`config.mk`:
```
export PLATFORM = sky130hd
export DESIGN_NAME = inep_shutdown_ctl
export DESIGN_NICKNAME = d
export VERILOG_FILES = /design/src/rtl/inep_pkg.sv /design/src/rtl/inep_ep_ctrl.sv /design/src/rtl/inep_fifo_occ.sv /design/src/rtl/inep_flush_seq.sv /design/src/rtl/inep_irq.sv /design/src/rtl/inep_shutdown_ctl.sv
export SDC_FILE = /design/constraint.sdc
export NUM_CORES = 1
export LEC_CHECK = 0
export BUFFER_PORTS_ARGS = -buffer_cell sky130_fd_sc_hd__buf_2
export CAP_MARGIN = 20
export CORE_MARGIN = 2
export CORE_UTILIZATION = 57
export DETAILED_ROUTE_END_ITERATION = 12
export PLACE_DENSITY = 0.82
export SYNTH_ARGS = -nofsm -noshare
export SYNTH_HDL_FRONTEND = slang
export SYNTH_SLANG_ARGS = --single-unit
```
`constraint.sdc`:
```
create_clock -name clk -period 2.6 [get_ports clk]
set_input_delay 0.52 -clock clk [delete_from_list [all_inputs] [get_ports clk]]
set_output_delay 0.52 -clock clk [all_outputs]
set_load 0.01 [all_outputs]
```
`src/rtl/inep_pkg.sv`:
```
package inep_pkg;
  // control write bit positions
  localparam int CTL_EN_BIT  = 0;
  localparam int CTL_DIS_BIT = 1;
  // flush command bit positions
  localparam int FL_GO_BIT   = 0;
  localparam int FL_NUM_LSB  = 1;
endpackage

```
`src/rtl/inep_ep_ctrl.sv`:
```
module inep_ep_ctrl (
  input  logic clk,
  input  logic rst,
  input  logic ctl_we,
  input  logic set_en,
  input  logic set_dis,
  input  logic tx_busy,
  output logic en_q,
  output logic dis_q,
  output logic allow_q,
  output logic done
);
  logic en_n, dis_n;

  // finish when nothing can still be on the wire
  assign done = dis_q && (!en_q || !tx_busy);

  always_comb begin
    en_n  = en_q;
    dis_n = dis_q;
    if (done) begin
      en_n  = 1'b0;
      dis_n = 1'b0;
    end else if (ctl_we) begin
      if (set_dis) dis_n = 1'b1;
      if (set_en && !set_dis && !dis_q) en_n = 1'b1;
    end
  end

  always_ff @(posedge clk) begin
    if (rst) begin
      en_q    <= 1'b0;
      dis_q   <= 1'b0;
      allow_q <= 1'b0;
    end else begin
      en_q    <= en_n;
      dis_q   <= dis_n;
      allow_q <= en_n && !dis_n;
    end
  end
endmodule

```
`src/rtl/inep_fifo_occ.sv`:
```
module inep_fifo_occ #(
  parameter int DEPTH = 16
) (
  input  logic clk,
  input  logic rst,
  input  logic push,
  input  logic pop,
  input  logic drain,
  output logic empty_q
);
  localparam int LVL_W = $clog2(DEPTH + 1);
  localparam logic [LVL_W-1:0] FULL_LVL = LVL_W'(DEPTH);

  logic [LVL_W-1:0] lvl_q, lvl_n;

  always_comb begin
    lvl_n = lvl_q;
    if (drain) begin
      if (lvl_q != '0) lvl_n = lvl_q - 1'b1;
    end else if (push && !pop && lvl_q != FULL_LVL) begin
      lvl_n = lvl_q + 1'b1;
    end else if (pop && !push && lvl_q != '0) begin
      lvl_n = lvl_q - 1'b1;
    end
  end

  always_ff @(posedge clk) begin
    if (rst) begin
      lvl_q   <= '0;
      empty_q <= 1'b1;
    end else begin
      lvl_q   <= lvl_n;
      empty_q <= (lvl_n == '0);
    end
  end
endmodule

```
`src/rtl/inep_flush_seq.sv`:
```
module inep_flush_seq #(
  parameter int NUM_EP = 4,
  parameter int FNUM_W = 5
) (
  input  logic              clk,
  input  logic              rst,
  input  logic              start,
  input  logic [FNUM_W-1:0] start_num,
  input  logic [NUM_EP-1:0] ep_en,
  input  logic [NUM_EP-1:0] fifo_empty,
  output logic              busy_q,
  output logic [FNUM_W-1:0] num_q,
  output logic [NUM_EP-1:0] own,
  output logic [NUM_EP-1:0] drain
);
  logic sel_valid, sel_en, sel_empty;

  always_comb begin
    sel_valid = 1'b0;
    sel_en    = 1'b0;
    sel_empty = 1'b0;
    for (int i = 0; i < NUM_EP; i++) begin
      own[i] = busy_q && (num_q == FNUM_W'(i));
      if (num_q == FNUM_W'(i)) begin
        sel_valid = 1'b1;
        sel_en    = ep_en[i];
        sel_empty = fifo_empty[i];
      end
    end
    for (int i = 0; i < NUM_EP; i++) begin
      drain[i] = own[i] && !sel_en && !sel_empty;
    end
  end

  always_ff @(posedge clk) begin
    if (rst) begin
      busy_q <= 1'b0;
      num_q  <= '0;
    end else if (!busy_q) begin
      if (start) begin
        busy_q <= 1'b1;
        num_q  <= start_num;
      end
    end else if (!sel_valid) begin
      busy_q <= 1'b0;
    end else if (!sel_en && sel_empty) begin
      busy_q <= 1'b0;
    end
  end
endmodule

```
`src/rtl/inep_irq.sv`:
```
module inep_irq #(
  parameter int NUM_EP = 4
) (
  input  logic              clk,
  input  logic              rst,
  input  logic [NUM_EP-1:0] set,
  input  logic              clr_we,
  input  logic [NUM_EP-1:0] clr_bits,
  input  logic              mask_we,
  input  logic [NUM_EP-1:0] mask_bits,
  output logic [NUM_EP-1:0] int_q,
  output logic [NUM_EP-1:0] mask_q,
  output logic              irq_q
);
  logic [NUM_EP-1:0] int_n, mask_n;

  always_comb begin
    int_n  = (int_q & ~(clr_we ? clr_bits : '0)) | set;
    mask_n = mask_we ? mask_bits : mask_q;
  end

  always_ff @(posedge clk) begin
    if (rst) begin
      int_q  <= '0;
      mask_q <= '0;
      irq_q  <= 1'b0;
    end else begin
      int_q  <= int_n;
      mask_q <= mask_n;
      irq_q  <= |(int_n & mask_n);
    end
  end
endmodule

```
`src/rtl/inep_shutdown_ctl.sv`:
```
module inep_shutdown_ctl
  import inep_pkg::*;
#(
  parameter int NUM_EP = 4,
  parameter int DEPTH  = 16,
  parameter int FNUM_W = 5,
  parameter int ADDR_W = 3,
  parameter int DATA_W = 16
) (
  input  logic              clk,
  input  logic              rst,
  input  logic              wr_en,
  input  logic [ADDR_W-1:0] wr_addr,
  input  logic [DATA_W-1:0] wr_data,
  input  logic [NUM_EP-1:0] tx_busy,
  input  logic [NUM_EP-1:0] fifo_push,
  input  logic [NUM_EP-1:0] fifo_pop,
  output logic [NUM_EP-1:0] ep_enabled,
  output logic [NUM_EP-1:0] ep_dis_pend,
  output logic [NUM_EP-1:0] tx_allow,
  output logic [NUM_EP-1:0] ep_int,
  output logic              flush_busy,
  output logic [NUM_EP-1:0] fifo_empty,
  output logic              irq
);
  localparam logic [ADDR_W-1:0] A_INTCLR = ADDR_W'(NUM_EP);
  localparam logic [ADDR_W-1:0] A_MASK   = ADDR_W'(NUM_EP + 1);
  localparam logic [ADDR_W-1:0] A_FLUSH  = ADDR_W'(NUM_EP + 2);

  logic [NUM_EP-1:0] ctl_sel, ep_done, fl_own, fl_drain;
  logic [FNUM_W-1:0] fl_num;
  logic              clr_we, mask_we, flush_we;

  always_comb begin
    for (int i = 0; i < NUM_EP; i++) begin
      ctl_sel[i] = wr_en && (wr_addr == ADDR_W'(i));
    end
    clr_we   = wr_en && (wr_addr == A_INTCLR);
    mask_we  = wr_en && (wr_addr == A_MASK);
    flush_we = wr_en && (wr_addr == A_FLUSH) && wr_data[FL_GO_BIT];
  end

  for (genvar g = 0; g < NUM_EP; g++) begin : g_ep
    inep_ep_ctrl u_ep (
      .clk    (clk),
      .rst    (rst),
      .ctl_we (ctl_sel[g]),
      .set_en (wr_data[CTL_EN_BIT]),
      .set_dis(wr_data[CTL_DIS_BIT]),
      .tx_busy(tx_busy[g]),
      .en_q   (ep_enabled[g]),
      .dis_q  (ep_dis_pend[g]),
      .allow_q(tx_allow[g]),
      .done   (ep_done[g])
    );

    inep_fifo_occ #(.DEPTH(DEPTH)) u_occ (
      .clk    (clk),
      .rst    (rst),
      .push   (fifo_push[g] && !fl_own[g]),
      .pop    (fifo_pop[g] && !fl_own[g]),
      .drain  (fl_drain[g]),
      .empty_q(fifo_empty[g])
    );
  end

  inep_flush_seq #(.NUM_EP(NUM_EP), .FNUM_W(FNUM_W)) u_flush (
    .clk       (clk),
    .rst       (rst),
    .start     (flush_we),
    .start_num (wr_data[FL_NUM_LSB +: FNUM_W]),
    .ep_en     (ep_enabled),
    .fifo_empty(fifo_empty),
    .busy_q    (flush_busy),
    .num_q     (fl_num),
    .own       (fl_own),
    .drain     (fl_drain)
  );

  logic [NUM_EP-1:0] mask_unused;

  inep_irq #(.NUM_EP(NUM_EP)) u_irq (
    .clk      (clk),
    .rst      (rst),
    .set      (ep_done),
    .clr_we   (clr_we),
    .clr_bits (wr_data[NUM_EP-1:0]),
    .mask_we  (mask_we),
    .mask_bits(wr_data[NUM_EP-1:0]),
    .int_q    (ep_int),
    .mask_q   (mask_unused),
    .irq_q    (irq)
  );
endmodule

```
# == Word level (Yosys, flattened, before mapping) ==
# Cells that the tools add are included.
# totals
regBits,51
latchBits,0
ramBits,0
romBits,0
inputBits,34
output_inout_bits,22
mem_count,0
# op_classes
n_addsub,8
n_mul,0
div_mod_pow,0
order_cmp,0
eq_ne,13
n_shift,0
muxes,58
bitwise_logic,5
reduce_logical,105
# op_table
op,n
two-way mux 5 bit,16
logical AND 1 bit,58
two-way mux 1 bit,40
zero test 1 bit,31
zero test 5 bit,5
"adder 5 x 1 -> 5 bit, second input constant",4
"inequality test 5 bit, second input constant",4
nonzero test 5 bit,4
"subtractor 5 x 1 -> 5 bit, second input constant",4
"equality test 5 x 2 -> 1 bit, second input constant",2
"equality test 3 bit, second input constant",3
AND 4 bit,2
two-way mux 4 bit,2
"equality test 3 x 2 -> 1 bit, second input constant",2
"equality test 5 x 1 -> 1 bit, second input constant",1
logical OR 1 bit,4
NOT 4 bit,1
bitwise OR 4 bit,1
OR reduction 4 bit,1
"equality test 3 x 1 -> 1 bit, second input constant",1
zero test 3 bit,1
AND reduction 2 bit,1
NOT 1 bit,1

# == Longest topological paths before layout ==
# Gate-level depths: netlist (run 1).
# depth
ltp_word,11
mapped_depth,8
ltp_nobuf,8

# == Hierarchy ==
# A second synthesis (run 1) with hierarchy kept.
# hier_totals
cells_unflattened,377
area_unflattened_um2,3291.9
# by_module_without_submodules
mod,n_inst,cells_each,area_per_inst_um2,seq_area_each_um2
inep_fifo_occ,4,59,500.5,120.1
inep_ep_ctrl,4,11,115.1,60.1
inep_irq,1,37,365.4,180.2
inep_flush_seq,1,40,339.1,120.1
inep_shutdown_ctl,1,20,125.1,0.0

# == Least setup slack after synthesis (run 1) ==
# Ideal clock, no wire load.
# synth_timing
path_kind,register to register
start,register g_ep[2].u_occ.lvl_q[1]
end,register g_ep[2].u_occ.empty_q
arrival_ns,2.081
required_ns,2.540
setup_slack_ns,0.459
stages_incl_launch_ff,9
path_buffers,0
period_less_slack_ns,2.141
path_cell_list,dfxtp_1 > inv_1 > ha_1 > nor4b_2 > a2111oi_4 > or2_1 > mux2i_1 > a2111oi_1 > a41o_1
# synth_between
elab_chain_len,6
word_cells_on_any_way,11
cone_classes,add/sub (2); eq/ne (1); mux (4); reduce/logical (4)
# synth_lines
element,line,rtl
start: declaration,inep_fifo_occ.sv:14,"logic [LVL_W-1:0] lvl_q, lvl_n;"
start signal: assignment,inep_fifo_occ.sv:32,lvl_q <= lvl_n;
"parallel branches: the longest is 4 deep, another holds subtractor 5 x 1 -> 5 bit",--,
two-way mux 5 bit *,inep_fifo_occ.sv:18,if (drain) begin
zero test 5 bit *,inep_fifo_occ.sv:33,empty_q <= (lvl_n == '0);
end signal: assignment,inep_fifo_occ.sv:33,
end: declaration,inep_fifo_occ.sv:9,output logic empty_q
# Every way passes the cells marked *.
# A chain may end at the register's enable or synchronous reset.

# == Worst setup path in the final report (run 1) ==
# layout_timing
start,register u_flush.num_q[1]
end,register g_ep[1].u_occ.empty_q
# layout_between
elab_chain_len,11
word_cells_on_any_way,30
cone_classes,eq/ne (3); mux (11); reduce/logical (16)
# layout_lines
element,line,rtl
start: declaration,inep_flush_seq.sv:12,"output logic [FNUM_W-1:0] num_q,"
start signal: assignment,inep_flush_seq.sv:42,num_q <= start_num;
equality test 5 x 1 -> 1 bit,"inep_flush_seq.sv:23, inep_flush_seq.sv:24",
logical AND 1 bit,inep_flush_seq.sv:23,own[i] = busy_q && (num_q == FNUM_W'(i));
zero test 1 bit,"inep_shutdown_ctl.sv:60, inep_shutdown_ctl.sv:61",
logical AND 1 bit,inep_shutdown_ctl.sv:60,".push (fifo_push[g] && !fl_own[g]),"
zero test 1 bit,inep_fifo_occ.sv:22,end else if (pop && !push && lvl_q != '0) begin
logical AND 1 bit (2 in a row),inep_fifo_occ.sv:22,
two-way mux 5 bit,inep_fifo_occ.sv:22,
two-way mux 5 bit,inep_fifo_occ.sv:20,end else if (push && !pop && lvl_q != FULL_LVL) begin
two-way mux 5 bit *,inep_fifo_occ.sv:18,
zero test 5 bit *,inep_fifo_occ.sv:33,
end signal: assignment,inep_fifo_occ.sv:33,
end: declaration,inep_fifo_occ.sv:9,
# Every way passes the cells marked *; elsewhere a longest branch is shown, timed or not.

==> metrics.md, run 1 <==
| Metric | Value |
|---|---|
| Final global-route overflow total | `0` |
| Worst reg2reg path endpoint | `g_ep[1].u_occ.empty_q` |
| Actual slew at the worst max-slew pin | `641.7 ps` |
| Worst min path class | `primary input to register` |
| Endpoint with the worst hold slack | `u_flush.num_q[4]` |
| Die outline area | `around 0.0067 sq mm` |
| Outcome | `finished, final reports clean` |
| Power spent charging and discharging nets | `about 1.1 mW` |
| Violation count after the first detailed-route iteration | `162` |
| Worst setup slack after placement | `~90 ps` |
| Number of inserted diodes | `0` |
| H-tree lvl count | `2` |
| RSZ-0062 raised after global routing | `false` |
| Starting density of the core | `approximately 60%` |
| Max Freq | `414.6 MHz` |
| Yosys warns | `0` |
| Detailed-route wire length | `between 7 and 8 mm` |
| Number of antenna violations at the first check in global routing | `0` |
| Largest net degree at the start of global routing | `35` |
| Count of flip-flops with a built-in enable after synthesis | `0` |
| Worst hold margin | `452.6 ps` |
| Register bit total from synthesis | `51` |
| Layout overhead on the synthesized area | `7.940%` |
| Combinational share of power | `44.9%` |
| Fraction of the yosys area taken by sequential cells | `29.59%` |
| Post-Route Utilization | `between 60% and 70%` |
| Most frequent CP cell | `sky130_fd_sc_hd__a211oi_1` |
| Number of buffer and inverter stages on the critical path | `1` |
| Leading cell type in the layout, fill and taps excluded | `sky130_fd_sc_hd__nor2_1` |
| First-pass GRT wire length | `~13 mm` |
| Number of vias per cell after detailed routing | `6.191` |
| Core area | `0.005886 sq mm` |
| Top fanout value on the critical path | `11` |
| Launch point of the worst reg-to-reg path | `u_flush.num_q[1]` |
| DRC violation count after routing | `0` |
| Power Internal | `1.692 mW` |
| Worst R2R Setup Slack | `around 190 ps` |
| Final-report setup violation count | `0` |
| Clock group share of total power | `between 10% and 20%` |
| Pins Over Slew Limit | `0` |
| Maximum VDD drop | `404.4 uV` |
| Kind of end point of the critical path | `register` |
| Die outline width | `81.81 um` |
| Top-area cell type share of the netlist area | `between 20% and 30%` |
| Post-place instance area | `0.003623 sq mm` |
| Cell area after synthesis | `0.003451 sq mm` |
| Final total negative setup slack | `0 ps` |
| Vias after detailed routing | `3238` |
| Ys flop type | `sky130_fd_sc_hd__dfxtp_1` |
| Busiest metal layer after global routing | `met2` |
| Number of cells traversed by the worst hold path | `3` |
| Post-layout total power | `2.826 mW` |
| Per-cell routed wire length | `15.20 um` |
| Number of rows created at floorplan | `28` |
| NumNets Final | `493` |
| Number of distinct library cells after synthesis | `71` |
| Critical path's largest stage delay | `580 ps` |
| Family with the most delay on the worst path | `simple AND/OR/NAND/NOR gates` |
| Largest area contributor in the synthesized netlist | `sky130_fd_sc_hd__dfxtp_1` |
| Share of cells above drive strength 1 | `17.86%` |
| IO Pins | `between 50 and 60` |
| Start point of the worst min-delay path | `wr_data[5]` |
| Sequential share of power | `between 30 and 40%` |
| Port bufs | `45` |
| Clock Path Buffers | `2` |
| Vias in the first global route | `2964` |
| Critical Path, Cell by Cell | `nor4b_4, a211oi_1, buf_4, a211oi_1, mux2_4, nor3_2, a41o_1` |
| Most frequent cells in the layout | `sky130_fd_sc_hd__nor2_1, sky130_fd_sc_hd__dfxtp_1, sky130_fd_sc_hd__buf_2` |
| Die height | `81.81 um` |
| First drt pass iteration count | `4` |
| Number of nets produced by synthesis | `between 400 and 500` |
| Number of hold violations in the final report | `0` |
| Worst skew pair latency | `310 ps` |
| Met1 usage | `32.04%` |
| Count of clock tree sinks | `between 50 and 60` |
| Leakage dissipation | `1.511 nW` |
| Area contributors post-synth | `sky130_fd_sc_hd__dfxtp_1, sky130_fd_sc_hd__nor2_1, sky130_fd_sc_hd__ha_1` |
| Clock Skews | `10.24 ps` |
| Placer Congestion | `~0.86` |
| Clock transition at the register clock pins on the worst setup and hold paths after CTS | `100 ps` |
| Library cell used as clock root buffer | `sky130_fd_sc_hd__clkbuf_8` |
| Post-CTS setup-driven buffer insertion count | `0` |
| Met3 Usage GRT | `3.846%` |
| Critical Path Slowest Stage Cell | `sky130_fd_sc_hd__nor4b_4` |
| Number of clock buffers inserted by TritonCTS | `5` |
| Final worst-path cycle share | `92.78%` |
| Power density relative to cell area | `about 760 mW/mm^2` |
| Syn Inst Count | `419` |
| WP data required | `2840 ps` |
| Slew Limit Headroom | `between 50% and 60%` |
| Final cell count without fillers | `523` |
| Placed instance count | `515` |
| Final worst-path setup slack | `187.8 ps` |
| Global routing met2 resource utilization | `42.60%` |
| Placed wire-length estimate | `5.987 mm` |
| CTS tree | `yes` |
| Worst setup path class | `register to register` |
| Nature of the critical path startpoint | `register` |
| Global-route usage over all layers | `approximately 25%` |
| Crit path time final | `~2400 ps` |
| Net Sw Frac | `40.12%` |
| Length in cells of the worst reg-to-reg path | `7` |
| Summed area of non-filler cells in the final layout | `approximately 0.0037 sq mm` |
| Share of flip-flops with an asynchronous set or reset after synthesis | `0%` |
| Number of routed nets with antenna violations | `0` |
| Signal arrival time at the worst endpoint | `between 2000 and 3000 ps` |
| Number of maximum-capacitance violations | `0` |
| Fill count | `approximately 520` |
| Mean Syn Cell Area | `8.236 sq um` |
[sequential cells by signal (all words and copies together) (netlist names), 4 cells and up]
register	count
g_ep.u_occ.lvl_q	20
u_irq.int_q	4
g_ep.u_ep.dis_q	4
u_irq.mask_q	4
g_ep.u_occ.empty_q	4
g_ep.u_ep.en_q	4
u_flush.num_q	5
g_ep.u_ep.allow_q	4
[layer usage]
| layer | up-vias | wire length, um |
|---|---|---|
| met5 | - | 0 |
| met3 | 10 | 361 |
| met1 | 1549 | 3662 |
| met4 | 0 | 114 |
| met2 | 89 | 3813 |
| li1 | 1590 | - |
[power by group through the flow]
stage | Clock [mW] | Combinational, mW | Sequential [mW]
finish | 0.460 | 1.27 | 1.10
global route | 0.501 | 1.42 | 1.12
CTS | 0.467 | 1.25 | 1.09
detailed placement | 0 | 1.24 | 1.11
global placement | 0 | 1.21 | 1.10
floorplan | 0 | 1.05 | 1.03
[worst reg2reg max path: stages, from the launching register on]
cell	delay [ps]
sky130_fd_sc_hd__dfxtp_1	460
sky130_fd_sc_hd__nor4b_4	580
sky130_fd_sc_hd__a211oi_1	150
sky130_fd_sc_hd__buf_4	180
sky130_fd_sc_hd__a211oi_1	330
sky130_fd_sc_hd__mux2_4	350
sky130_fd_sc_hd__nor3_2	110
sky130_fd_sc_hd__a41o_1	190
[Yosys cell counts (12+ instances only)]
master	number
sky130_fd_sc_hd__dfxtp_1	51
sky130_fd_sc_hd__ha_1	12
sky130_fd_sc_hd__mux2i_1	12
sky130_fd_sc_hd__nor2_1	60
sky130_fd_sc_hd__nor2b_1	12
sky130_fd_sc_hd__nand3_1	14
sky130_fd_sc_hd__nand2_1	28
sky130_fd_sc_hd__o21ai_0	16
sky130_fd_sc_hd__a21oi_1	24
sky130_fd_sc_hd__buf_4	16
sky130_fd_sc_hd__inv_1	16
[worst max-delay path by stage]
stage,end,cells past startpoint,from
finish,g_ep[1].u_occ.empty_q,7,u_flush.num_q[1]
global route,g_ep[0].u_occ.empty_q,8,g_ep[0].u_occ.lvl_q[0]
CTS,g_ep[0].u_occ.empty_q,8,g_ep[0].u_occ.lvl_q[0]
detailed placement,g_ep[0].u_occ.empty_q,8,g_ep[0].u_occ.lvl_q[0]
global placement,g_ep[0].u_occ.empty_q,8,g_ep[0].u_occ.lvl_q[0]
floorplan,g_ep[2].u_occ.empty_q,8,g_ep[2].u_occ.lvl_q[1]
[timing repair]
action | CTS | global route
hold buffers | 0 | 0
setup endpoints to repair | 0 | 3
gates resized for setup | 0 | 3
[final cells by class]
class | count | area [sq um] | share of cell area, %
Sequential cell | 51 | 1022 | 27.44
Multi-Input combinational cell | 322 | 2188 | 58.75
Tap cell | 75 | 93.84 | 2.519
Clock buffer | 6 | 72.57 | 1.948
Clock inverter | 2 | 17.52 | 0.4703
Timing Repair Buffer | 51 | 270.3 | 7.256
Inverter | 16 | 60.06 | 1.612
[logic make-up (layout without fill, tap and decap cells)]
family | Yosys count | in the layout | share of synthesized area (%)
and+or+nand+nor | 182 | 182 | 30.86
buffers and inverters | 46 | 75 | 7.288
AOI/OAI and AO/OA | 109 | 109 | 22.41
DFF | 51 | 51 | 29.59
muxes | 14 | 14 | 4.242
adders and majority gates | 12 | 12 | 4.351
xor gates and xnor gates | 5 | 5 | 1.269
Power figures use the tool's default switching activity.
==> inputs of run 2 (changes only) <==
--- a/config.mk
+++ b/config.mk
@@ -7,10 +7,13 @@
 export LEC_CHECK = 0
 export BUFFER_PORTS_ARGS = -buffer_cell sky130_fd_sc_hd__buf_2
 export CAP_MARGIN = 20
+export CORE_ASPECT_RATIO = 1.25
 export CORE_MARGIN = 2
 export CORE_UTILIZATION = 57
+export CTS_BUF_LIST = sky130_fd_sc_hd__clkbuf_16
 export DETAILED_ROUTE_END_ITERATION = 12
 export PLACE_DENSITY = 0.82
+export SLEW_MARGIN = 20
 export SYNTH_ARGS = -nofsm -noshare
 export SYNTH_HDL_FRONTEND = slang
 export SYNTH_SLANG_ARGS = --single-unit
==> run 2 against run 1 <==
Clock power rose by 44%. Flip-flop and latch count did not move. Clock-buffer cell count fell by 1. Non-clock buffer count is 1 higher. Setup slack got worse by 1.3 ps. Register-to-register slack about the same. Total power is 8.2% higher. Wire length increased by 1.6%. Critical path depth rose by 1. Critical path type unchanged. Largest power group unchanged.
==> metrics.md, run 2 (synthesis gave the netlist of run 1 again) <==
| Metric | Value |
|---|---|
| Most flop-heavy register | `g_ep.u_occ.lvl_q` |
| First-pass GRT wire length | `13.68 mm` |
| Number of inserted diodes | `0` |
| Sequential share of power | `a little over a third` |
| IO Pins | `56` |
| Clock group share of total power | `21.7%` |
| Final worst-path cycle share | `92.83%` |
| H-tree lvl count | `2` |
| Clock Skews | `4.528 ps` |
| Number of routed nets with antenna violations | `0` |
| Leading registers by flop count | `g_ep.u_occ.lvl_q (20), u_flush.num_q (5)` |
| Combinational share of power | `a little over two fifths` |
| Vias after detailed routing | `approximately 3.2k` |
| Port bufs | `45` |
| Length in cells of the worst reg-to-reg path | `8` |
| Core area | `around 0.0058 sq mm` |
| Power Internal | `1.871 mW` |
| Die height | `a little over 90 um` |
| Vias in the first global route | `between 3k and 4k` |
| Power density relative to cell area | `808.7 mW/mm^2` |
| Per-cell routed wire length | `15.69 um` |
| Placer Congestion | `roughly 0.89` |
| Kind of end point of the critical path | `register` |
| Final global-route overflow total | `0` |
| Endpoint with the worst hold slack | `u_flush.num_q[4]` |
| Number of cells traversed by the worst hold path | `3` |
| WP data required | `2830 ps` |
| Final total negative setup slack | `0 ps` |
| First drt pass iteration count | `4` |
| Pins Over Slew Limit | `0` |
| Signal arrival time at the worst endpoint | `2640 ps` |
| DRC violation count after routing | `0` |
| Number of rows created at floorplan | `31` |
| Nature of the critical path startpoint | `register` |
| Most frequent cells in the layout | `sky130_fd_sc_hd__nor2_1, sky130_fd_sc_hd__dfxtp_1, sky130_fd_sc_hd__buf_2` |
| Starting density of the core | `59.31%` |
| Power spent charging and discharging nets | `1.188 mW` |
| Maximum VDD drop | `slightly below 600 uV` |
| Number of clock buffers inserted by TritonCTS | `5` |
| Clock Path Buffers | `2` |
| NumNets Final | `~490` |
| Leading cell type in the layout, fill and taps excluded | `sky130_fd_sc_hd__nor2_1` |
| Actual slew at the worst max-slew pin | `799.5 ps` |
| CTS tree | `yes` |
| Largest net degree at the start of global routing | `31` |
| Placed wire-length estimate | `6.050 mm` |
| RSZ-0062 raised after global routing | `false` |
| Worst min path class | `primary input to register` |
| Final-report setup violation count | `0` |
| Detailed-route wire length | `8.078 mm` |
| Violation count after the first detailed-route iteration | `between 100 and 150` |
| Outcome | `finished, final reports clean` |
| Number of hold violations in the final report | `0` |
| Top fanout value on the critical path | `5` |
| Global-route usage over all layers | `24.87%` |
| Worst reg2reg path endpoint | `g_ep[2].u_occ.empty_q` |
| Layout overhead on the synthesized area | `9.608%` |
| Launch point of the worst reg-to-reg path | `g_ep[2].u_occ.lvl_q[0]` |
| Net Sw Frac | `about two fifths` |
| Count of clock tree sinks | `51` |
| Leakage dissipation | `1.546 nW` |
| Library cell used as clock root buffer | `sky130_fd_sc_hd__clkbuf_16` |
| Die outline width | `73.60 um` |
| Worst R2R Setup Slack | `190 ps` |
| Worst skew pair latency | `290 ps` |
| Worst setup path class | `register to register` |
| Slew Limit Headroom | `between 40% and 50%` |
| Start point of the worst min-delay path | `wr_data[5]` |
| Crit path time final | `roughly 2400 ps` |
| Max Freq | `approximately 410 MHz` |
| Share of cells above drive strength 1 | `18.26%` |
| Die outline area | `between 0.006 and 0.007 sq mm` |
| Number of vias per cell after detailed routing | `6.254` |
| Max FFs per register | `20` |
| Number of maximum-capacitance violations | `0` |
| Number of antenna violations at the first check in global routing | `0` |
| Post-layout total power | `~3.1 mW` |
| Clock transition at the register clock pins on the worst setup and hold paths after CTS | `70 ps` |
## run 2: worst max-delay path by stage
stage,start,end,slack (ps),cells after the start
6_report,g_ep[2].u_occ.lvl_q[0],g_ep[2].u_occ.empty_q,190,8
5_1_grt,g_ep[2].u_occ.lvl_q[0],g_ep[2].u_occ.empty_q,20,8
4_1_cts,g_ep[0].u_occ.lvl_q[0],g_ep[0].u_occ.empty_q,170,8
3_5_place_dp,g_ep[0].u_occ.lvl_q[0],g_ep[0].u_occ.empty_q,200,8
3_3_place_gp,g_ep[1].u_occ.lvl_q[0],g_ep[1].u_occ.empty_q,240,9
2_1_floorplan,g_ep[2].u_occ.lvl_q[1],g_ep[2].u_occ.empty_q,460,8
## run 2: per-layer routing
metal	routed length [um]	share of wire, %	GRT usage [%]	up-vias
met5	0	0	0	-
met4	106	1.3	6.818	0
li1	-	-	-	1594
met1	3463	43	29.97	1541
met3	321	4.0	2.886	8
met2	4185	52	45.16	78
## run 2: through the flow
stage / instance area (sq um) / util [%] / hold WS (ps) / setup slack [ps] / cells
2_1_floorplan: 3451 / - / 447.4 / 458.6 / 419
3_3_place_gp: 3620 / 62.22 / 474.2 / 238.6 / 507
3_5_place_dp: 3620 / 62.22 / 483.4 / 196.5 / 507
4_1_cts: 3767 / 64.75 / 457.9 / 172.0 / 515
5_1_grt: 3782 / 65.01 / 485.0 / 17.97 / 515
6_report: 3782 / 65.01 / 459.8 / 186.5 / 515
## run 2: timing repair
item,CTS,global route
buffers inserted,0,0
endpoints found under the setup margin,0,3
resized for setup,0,3
hold buffers,0,0
## run 2: final cells by class
type,count,area (sq um)
clock buffers,5,125.1
clock inverters,3,22.52
fillers,488,2036
inverters,16,60.06
multi-input cells,322,2193
flip-flops and latches,51,1021
well taps,66,82.58
repair buffers,52,277.8
## run 2: power groups by stage
stage               Combinational, mW  Sequential, mW  Clock [mW]
global placement                 1.22            1.09           0
global route                     1.45            1.11       0.703
CTS                              1.27            1.09       0.682
floorplan                        1.05            1.03           0
detailed placement               1.26            1.10           0
finish                           1.30            1.09       0.663
## run 2: worst max-delay path, cell delays in order, from the launching register on
cell and delay, ps:
sky130_fd_sc_hd__dfxtp_1 420, sky130_fd_sc_hd__inv_1 110, sky130_fd_sc_hd__ha_1 230, sky130_fd_sc_hd__nor4b_2 200, sky130_fd_sc_hd__a2111oi_4 460, sky130_fd_sc_hd__or2_1 220
sky130_fd_sc_hd__mux2i_1 120, sky130_fd_sc_hd__a2111oi_2 400, sky130_fd_sc_hd__a41o_1 210
